**config.mk**
```make
export PLATFORM = sky130hd
export DESIGN_NAME = i2cfifo_pair
export DESIGN_NICKNAME = d
export VERILOG_FILES = /design/src/rtl/i2cfifo_pkg.sv /design/src/rtl/i2cfifo_buf.sv /design/src/rtl/i2cfifo_trail.sv /design/src/rtl/i2cfifo_istat.sv /design/src/rtl/i2cfifo_pair.sv
export SDC_FILE = /design/constraint.sdc
export NUM_CORES = 1
export LEC_CHECK = 0
export CAP_MARGIN = 0
export CORE_AREA = 2 2 164 166
export DETAILED_ROUTE_END_ITERATION = 10
export DIE_AREA = 0 0 166 168
export PLACE_DENSITY = 0.74
export SYNTH_ARGS = -nofsm -noshare
export SYNTH_HDL_FRONTEND = slang
export SYNTH_SLANG_ARGS = --single-unit
```
**constraint.sdc**
```tcl
create_clock -name clk -period 2.6 [get_ports clk]
set_input_delay 0.65 -clock clk [delete_from_list [all_inputs] [get_ports clk]]
set_output_delay 0.65 -clock clk [all_outputs]
set_load 0.02 [all_outputs]
```
**src/rtl/i2cfifo_pkg.sv**
```systemverilog
package i2cfifo_pkg;
  localparam int IST_W    = 7;
  localparam int LVL_W    = 7;
  localparam int TRIG_W   = 7;
  localparam int BYTE_W   = 8;

  // control word fields
  localparam int CF_RX_EN   = 0;
  localparam int CF_TX_EN   = 1;
  localparam int CF_RX_TRIG = 4;
  localparam int CF_TX_TRIG = 16;

  // interrupt status positions
  localparam int IS_TX_LOW   = 0;
  localparam int IS_RX_HIGH  = 1;
  localparam int IS_TX_UDF   = 2;
  localparam int IS_TX_OVF   = 3;
  localparam int IS_RX_UDF   = 4;
  localparam int IS_RX_OVF   = 5;
  localparam int IS_TRAIL    = 6;

  // packed status word positions
  localparam int ST_TX_LVL   = 0;
  localparam int ST_TX_FULL  = 7;
  localparam int ST_TX_EMPTY = 8;
  localparam int ST_RX_LVL   = 16;
  localparam int ST_RX_FULL  = 23;
  localparam int ST_RX_EMPTY = 24;

  typedef struct packed {
    logic ovf;
    logic udf;
  } q_evt_t;
endpackage

```
**src/rtl/i2cfifo_buf.sv**
```systemverilog
module i2cfifo_buf
  import i2cfifo_pkg::*;
#(
  parameter int DEPTH = 16
) (
  input  logic              clk,
  input  logic              rst,
  input  logic              en,
  input  logic              push,
  input  logic [BYTE_W-1:0] wdata,
  input  logic              pop,
  output logic [BYTE_W-1:0] rdata,
  output logic [LVL_W-1:0]  level,
  output logic              full,
  output logic              empty,
  output q_evt_t            evt
);
  localparam int AW = (DEPTH > 1) ? $clog2(DEPTH) : 1;
  localparam int CW = $clog2(DEPTH + 1);
  localparam logic [AW-1:0] LAST = AW'(DEPTH - 1);
  localparam logic [CW-1:0] CMAX = CW'(DEPTH);

  logic [BYTE_W-1:0] mem [DEPTH];
  logic [AW-1:0] wp, rp;
  logic [CW-1:0] cnt;
  logic push_ok, pop_ok;

  assign full    = (cnt == CMAX);
  assign empty   = (cnt == '0);
  assign push_ok = en && push && !full;
  assign pop_ok  = en && pop && !empty;
  assign evt.ovf = en && push && full;
  assign evt.udf = en && pop && empty;

  always_ff @(posedge clk) begin
    if (rst || !en) begin
      wp  <= '0;
      rp  <= '0;
      cnt <= '0;
    end else begin
      if (push_ok) wp <= (wp == LAST) ? '0 : wp + 1'b1;
      if (pop_ok)  rp <= (rp == LAST) ? '0 : rp + 1'b1;
      case ({push_ok, pop_ok})
        2'b10:   cnt <= cnt + 1'b1;
        2'b01:   cnt <= cnt - 1'b1;
        default: cnt <= cnt;
      endcase
    end
  end

  // storage without reset so it maps onto block RAM
  always_ff @(posedge clk) begin
    if (push_ok) mem[wp] <= wdata;
  end

  always_ff @(posedge clk) begin
    if (rst)
      rdata <= '0;
    else if (pop_ok)
      rdata <= mem[rp];
    else if (evt.udf)
      rdata <= '0;
  end

  generate
    if (CW < LVL_W) begin : g_pad
      assign level = {{(LVL_W - CW){1'b0}}, cnt};
    end else begin : g_fit
      assign level = cnt[LVL_W-1:0];
    end
  endgenerate
endmodule

```
**src/rtl/i2cfifo_trail.sv**
```systemverilog
module i2cfifo_trail
  import i2cfifo_pkg::*;
#(
  parameter int CNT_W = 4
) (
  input  logic              clk,
  input  logic              rst,
  input  logic              en,
  input  logic [LVL_W-1:0]  level,
  input  logic [TRIG_W-1:0] trig,
  input  logic              activity,
  input  logic [CNT_W-1:0]  limit,
  output logic              fire
);
  logic [CNT_W-1:0] cnt;
  logic quiet;

  assign quiet = en && (level != '0) && (level < trig) && !activity;
  assign fire  = quiet && (cnt == limit);

  always_ff @(posedge clk) begin
    if (rst || !quiet)
      cnt <= '0;
    else if (cnt != limit)
      cnt <= cnt + 1'b1;
  end
endmodule

```
**src/rtl/i2cfifo_istat.sv**
```systemverilog
module i2cfifo_istat
  import i2cfifo_pkg::*;
(
  input  logic             clk,
  input  logic             rst,
  input  logic [IST_W-1:0] set_vec,
  input  logic             clr_wr,
  input  logic [IST_W-1:0] clr_mask,
  input  logic [IST_W-1:0] en_mask,
  output logic [IST_W-1:0] stat,
  output logic             irq
);
  logic [IST_W-1:0] clr_eff;

  assign clr_eff = clr_wr ? clr_mask : '0;

  always_ff @(posedge clk) begin
    if (rst)
      stat <= '0;
    else
      stat <= (stat & ~clr_eff) | set_vec;
  end

  assign irq = |(stat & en_mask);
endmodule

```
**src/rtl/i2cfifo_pair.sv**
```systemverilog
module i2cfifo_pair
  import i2cfifo_pkg::*;
#(
  parameter int DEPTH   = 16,
  parameter int TRAIL_W = 4
) (
  input  logic               clk,
  input  logic               rst,
  input  logic [31:0]        ctrl_word,
  input  logic [6:0]         int_mask,
  input  logic [TRAIL_W-1:0] trail_limit,
  input  logic               host_tx_wr,
  input  logic [7:0]         host_tx_data,
  input  logic               host_rx_rd,
  output logic [7:0]         host_rx_data,
  input  logic               seq_tx_rd,
  output logic [7:0]         seq_tx_data,
  input  logic               seq_rx_wr,
  input  logic [7:0]         seq_rx_data,
  input  logic               stat_clr_wr,
  input  logic [6:0]         stat_clr_mask,
  output logic [31:0]        fifo_status,
  output logic [6:0]         int_status,
  output logic               irq
);
  logic tx_en, rx_en;
  logic [TRIG_W-1:0] tx_trig, rx_trig;
  logic [LVL_W-1:0] tx_lvl, rx_lvl;
  logic tx_full, tx_empty, rx_full, rx_empty;
  q_evt_t tx_evt, rx_evt;
  logic trail_fire;
  logic [IST_W-1:0] set_vec;

  assign rx_en   = ctrl_word[CF_RX_EN];
  assign tx_en   = ctrl_word[CF_TX_EN];
  assign rx_trig = ctrl_word[CF_RX_TRIG +: TRIG_W];
  assign tx_trig = ctrl_word[CF_TX_TRIG +: TRIG_W];

  i2cfifo_buf #(.DEPTH(DEPTH)) u_txq (
    .clk(clk), .rst(rst), .en(tx_en),
    .push(host_tx_wr), .wdata(host_tx_data),
    .pop(seq_tx_rd), .rdata(seq_tx_data),
    .level(tx_lvl), .full(tx_full), .empty(tx_empty), .evt(tx_evt)
  );

  i2cfifo_buf #(.DEPTH(DEPTH)) u_rxq (
    .clk(clk), .rst(rst), .en(rx_en),
    .push(seq_rx_wr), .wdata(seq_rx_data),
    .pop(host_rx_rd), .rdata(host_rx_data),
    .level(rx_lvl), .full(rx_full), .empty(rx_empty), .evt(rx_evt)
  );

  i2cfifo_trail #(.CNT_W(TRAIL_W)) u_trail (
    .clk(clk), .rst(rst), .en(rx_en),
    .level(rx_lvl), .trig(rx_trig),
    .activity(seq_rx_wr || host_rx_rd),
    .limit(trail_limit), .fire(trail_fire)
  );

  always_comb begin
    set_vec              = '0;
    set_vec[IS_TX_LOW]   = tx_en && (tx_lvl <= tx_trig);
    set_vec[IS_RX_HIGH]  = rx_en && (rx_lvl >= rx_trig);
    set_vec[IS_TX_UDF]   = tx_evt.udf;
    set_vec[IS_TX_OVF]   = tx_evt.ovf;
    set_vec[IS_RX_UDF]   = rx_evt.udf;
    set_vec[IS_RX_OVF]   = rx_evt.ovf;
    set_vec[IS_TRAIL]    = trail_fire;
  end

  i2cfifo_istat u_ist (
    .clk(clk), .rst(rst), .set_vec(set_vec),
    .clr_wr(stat_clr_wr), .clr_mask(stat_clr_mask),
    .en_mask(int_mask), .stat(int_status), .irq(irq)
  );

  always_comb begin
    fifo_status                         = '0;
    fifo_status[ST_TX_LVL +: LVL_W]     = tx_lvl;
    fifo_status[ST_TX_FULL]             = tx_full;
    fifo_status[ST_TX_EMPTY]            = tx_empty;
    fifo_status[ST_RX_LVL +: LVL_W]     = rx_lvl;
    fifo_status[ST_RX_FULL]             = rx_full;
    fifo_status[ST_RX_EMPTY]            = rx_empty;
  end
endmodule

```
==> key figures <==
Outcome
  – Status: finished clean

Die
  – Die Area: 0.02789 sq mm
  – Area of the core: 0.02635 sq mm
  – DIE HEIGHT: 168 um
  – Die W: 166 um
  – Starting density of the core: 49.72%
  – Ports: 129
  – Row count: 60

Synthesis
  – Async SR Flop Fraction: 0%
  – Count of flip-flops with a built-in enable after synthesis: 256
  – Post-synth top flop: edfxtp_1
  – Synthesized cell area: 0.01310 sq mm
  – Post-Syn Instances: 804
  – Leading area contributor after synthesis: edfxtp_1
  – Yosys warnings: 0
  – Largest cells by area after synthesis: edfxtp_1, mux4_2, dfxtp_1
  – Yosys top cell area share: 58.68%
  – Seq/Total Area, Yosys: 68.00%
  – Post-synthesis register bit count: 317
  – Syn avg cell area: 16.29 sq um
  – Yosys cell types: 51

Placement
  – # port buffers: 94
  – Placement Setup Slack: -0.4941 ns
  – Final Wtd Congestion: 0.8222
  – Hpwl dp: 18,100 um
  – Area post-placement: 0.01526 sq mm
  – Placed cells: 1,294

Finish
  – Area of the multi-input gates: 0.003906 sq mm
  – Synth-to-Final Area Change: 24.09%
  – Final Non-Filler Cells: 1,352
  – Final Core Density: 61.69%
  – Inserted Diodes: 0
  – Net count, final: 1,090
  – Design Area, Final: 0.01626 sq mm
  – Ratio of cells with drive above 1 in the final layout: 22.65%
  – Filler Cells Inserted: 1,913
  – Register area: 0.008915 sq mm

Hold path
  – Hold Path Class: reg2reg

Pwr
  – Pwr/cell area: 625.1 mW/mm^2
  – Pleak: 5.553 nW
  – Worst VDD drop: 0.4990 mV

STA
  – Slew HR: 31.40%
  – Clock Skews: 0.01337 ns
  – Final Max Slew Viols: 0
  – Final hold violation count: 0
  – F_max: 394.1 MHz
  – Slew at the pin closest to its max-slew limit: 1.029 ns
  – Minimum clock period: 2.538 ns
  – Endpoints failing setup: 0
  – RSZ-0062 raised after global routing: true
  – Period utilization: 97.60%
  – Final worst slack: 0.06242 ns

Routing
  – Remaining antenna violation count: 0
  – DRC violations left: 0
  – Via/cell ratio: 5.521
  – First-pass iteration count of the detailed router: 5
  – Wirelength per Cell: 20.02 um
  – Total number of vias: 7,464
  – Initial DRC count: 535
  – Final Routed Wirelength: 27,070 um

CTS
  – Hold_buf cts: 0
  – Clock transition at the registers of the reported paths: 0.06 ns
  – CTS tree: done
  – CTS max path bufs: 3
  – Num CTS Buffers: 31
  – Clk sinks: 317
  – Latest clock arrival within the worst-skew pair: 0.55 ns
  – H-tree depth: 1
  – Root buf cell: clkbuf_16

Critical path
  – Crit end category: output pin
  – CP arrival: 1.89 ns
  – Worst endpoint required time: 1.95 ns
  – CP Class: reg2out
  – CP Launch Type: register
  – Max Fanout on Critical Path: 3

GRT
  – Global route total overflow: 0
  – Total Routing Usage GR: 19.26%
  – First-pass GRT wire length: 42,070 um
  – Initial antenna violation count: 0
  – Largest net degree at the start of global routing: 33
  – Vias in the first global route: 7,771

Flow run
  – Max cap viols: 0
## metrics by stage
step | setup TNS (ns) | hold WS, ns | power, mW
3_3_place_gp | -1.755 | 0.4781 | 6.038
4_1_cts | 0 | 0.4952 | 10.23
3_5_place_dp | -2.204 | 0.4817 | 6.049
2_1_floorplan | -0.03781 | 0.4629 | 5.806
6_report | 0 | 0.4880 | 10.16
5_1_grt | -0.04199 | 0.5403 | 10.47
## layout make-up
cell class              count  area share, %
flip-flops and latches    317          54.84
clock buffers              48          5.473
well taps                 341          2.625
repair buffers            190          11.94
multi-input cells         419          24.03
clock inverters             8         0.4233
inverters                  29         0.6696
## placed cells by master, fill, tap and decap left out, drive strengths merged, types with 3 or more instances in the layout
| cell type | instances |
|---|---|
| a311oi | 3 |
| a21oi | 32 |
| conb | 18 |
| o21ai | 19 |
| xnor2 | 4 |
| ha | 29 |
| nand2 | 46 |
| and4 | 7 |
| or4 | 4 |
| nor3 | 6 |
| inv | 29 |
| nor4 | 3 |
| mux2 | 8 |
| and3 | 8 |
| nand3 | 5 |
| mux4 | 64 |
| a211o | 3 |
| dlygate4sd2 | 3 |
| and2 | 20 |
| xor2 | 13 |
| dfxtp | 61 |
| a21o | 5 |
| clkdlybuf4s50 | 89 |
| clkinv | 7 |
| nand2b | 6 |
| a22oi | 11 |
| or3 | 5 |
| clkbuf | 49 |
| nor2 | 36 |
| edfxtp | 256 |
| a31oi | 4 |
| buf | 96 |
| o221ai | 8 |
| mux2i | 27 |
## kinds of logic (layout without fill, tap and decap cells)
kind of cell | count (synthesis) | count (layout) | synth area share, %
flip-flops | 317 | 317 | 68.00
buffers and inverters | 85 | 275 | 3.219
other | 1 | 18 | 0.02863
adder cells (fa/ha/maj) | 29 | 29 | 2.770
multiplexers | 99 | 99 | 13.75
XOR/XNOR | 17 | 17 | 1.137
AO/OA/AOI/OAI | 106 | 106 | 5.339
AND/OR/NAND/NOR | 150 | 150 | 5.750
## final timing paths
| kind | start | endpoint | slack (ns) | cells after the start |
|---|---|---|---|---|
| worst max-delay path | u_rxq.cnt[0] | fifo_status[24] | 0.06 | 4 |
| worst max register to register | u_txq.cnt[1] | u_txq.cnt[4] | 0.12 | 12 |
| worst min-delay path | u_rxq.rdata[4] | u_rxq.rdata[4] | 0.49 | 2 |
| worst min register to register | u_rxq.rdata[4] | u_rxq.rdata[4] | 0.49 | 2 |
## Yosys cell counts (3+ instances only)
master and instances:
a22oi_1 11, and2_1 20, or4_1 4, nor2_1 36
nor3_1 6, xnor2_1 4, a31oi_1 4, and4_1 7
mux2_2 8, nand2_1 46, a211o_1 3, clkbuf_1 23
a21oi_1 32, dfxtp_1 61, mux2i_1 27, nor4_1 3
and3_1 8, a21o_1 5, nand3_1 5, xor2_1 13
nand2b_1 6, inv_1 29, or3_1 5, buf_2 7
edfxtp_1 256, mux4_2 64, o221ai_1 8, ha_1 29
a311oi_1 3, buf_4 23, o21ai_0 19
## sequential cells by signal (all words and copies together), names as in the netlist, named ones only
signal	count
u_rxq.mem	128
u_ist.stat	7
u_rxq.rp	4
u_txq.rdata	8
u_txq.cnt	5
u_trail.cnt	4
u_rxq.cnt	5
u_txq.mem	128
u_rxq.rdata	8
u_txq.rp	4
u_rxq.wp	4
u_txq.wp	4
## metal layers
metal	global-route usage [%]	share of wire, %	wire [um]	vias to the layer above
met4	4.688	1.9	510	0
met2	33.92	51	13810	215
li1	-	-	-	3466
met3	2.938	4.9	1338	37
met5	0	0	0	-
met1	25.38	42	11410	3746
## critical path: stages, from the launching register on
cell             delay [ns]
dfxtp_1                0.34
nor4_4                 0.38
buf_4                  0.18
and2_1                 0.14
clkdlybuf4s15_1        0.31
## power by group
group          internal [mW]  switching (mW)
Combinational          0.195           0.231
Sequential              5.50          0.0149
Clock                   2.44            1.78
Total                   8.13            2.03
## repair_timing
| item | CTS | global route |
|---|---|---|
| setup buffers | 0 | 2 |
| resized for setup | 5 | 9 |
| cloned | 0 | 0 |
| endpoints found under the hold margin | 0 | 0 |
| endpoints found under the setup margin | 5 | 2 |
| pin swaps | 0 | 3 |
(Power assumes the default switching activity.)
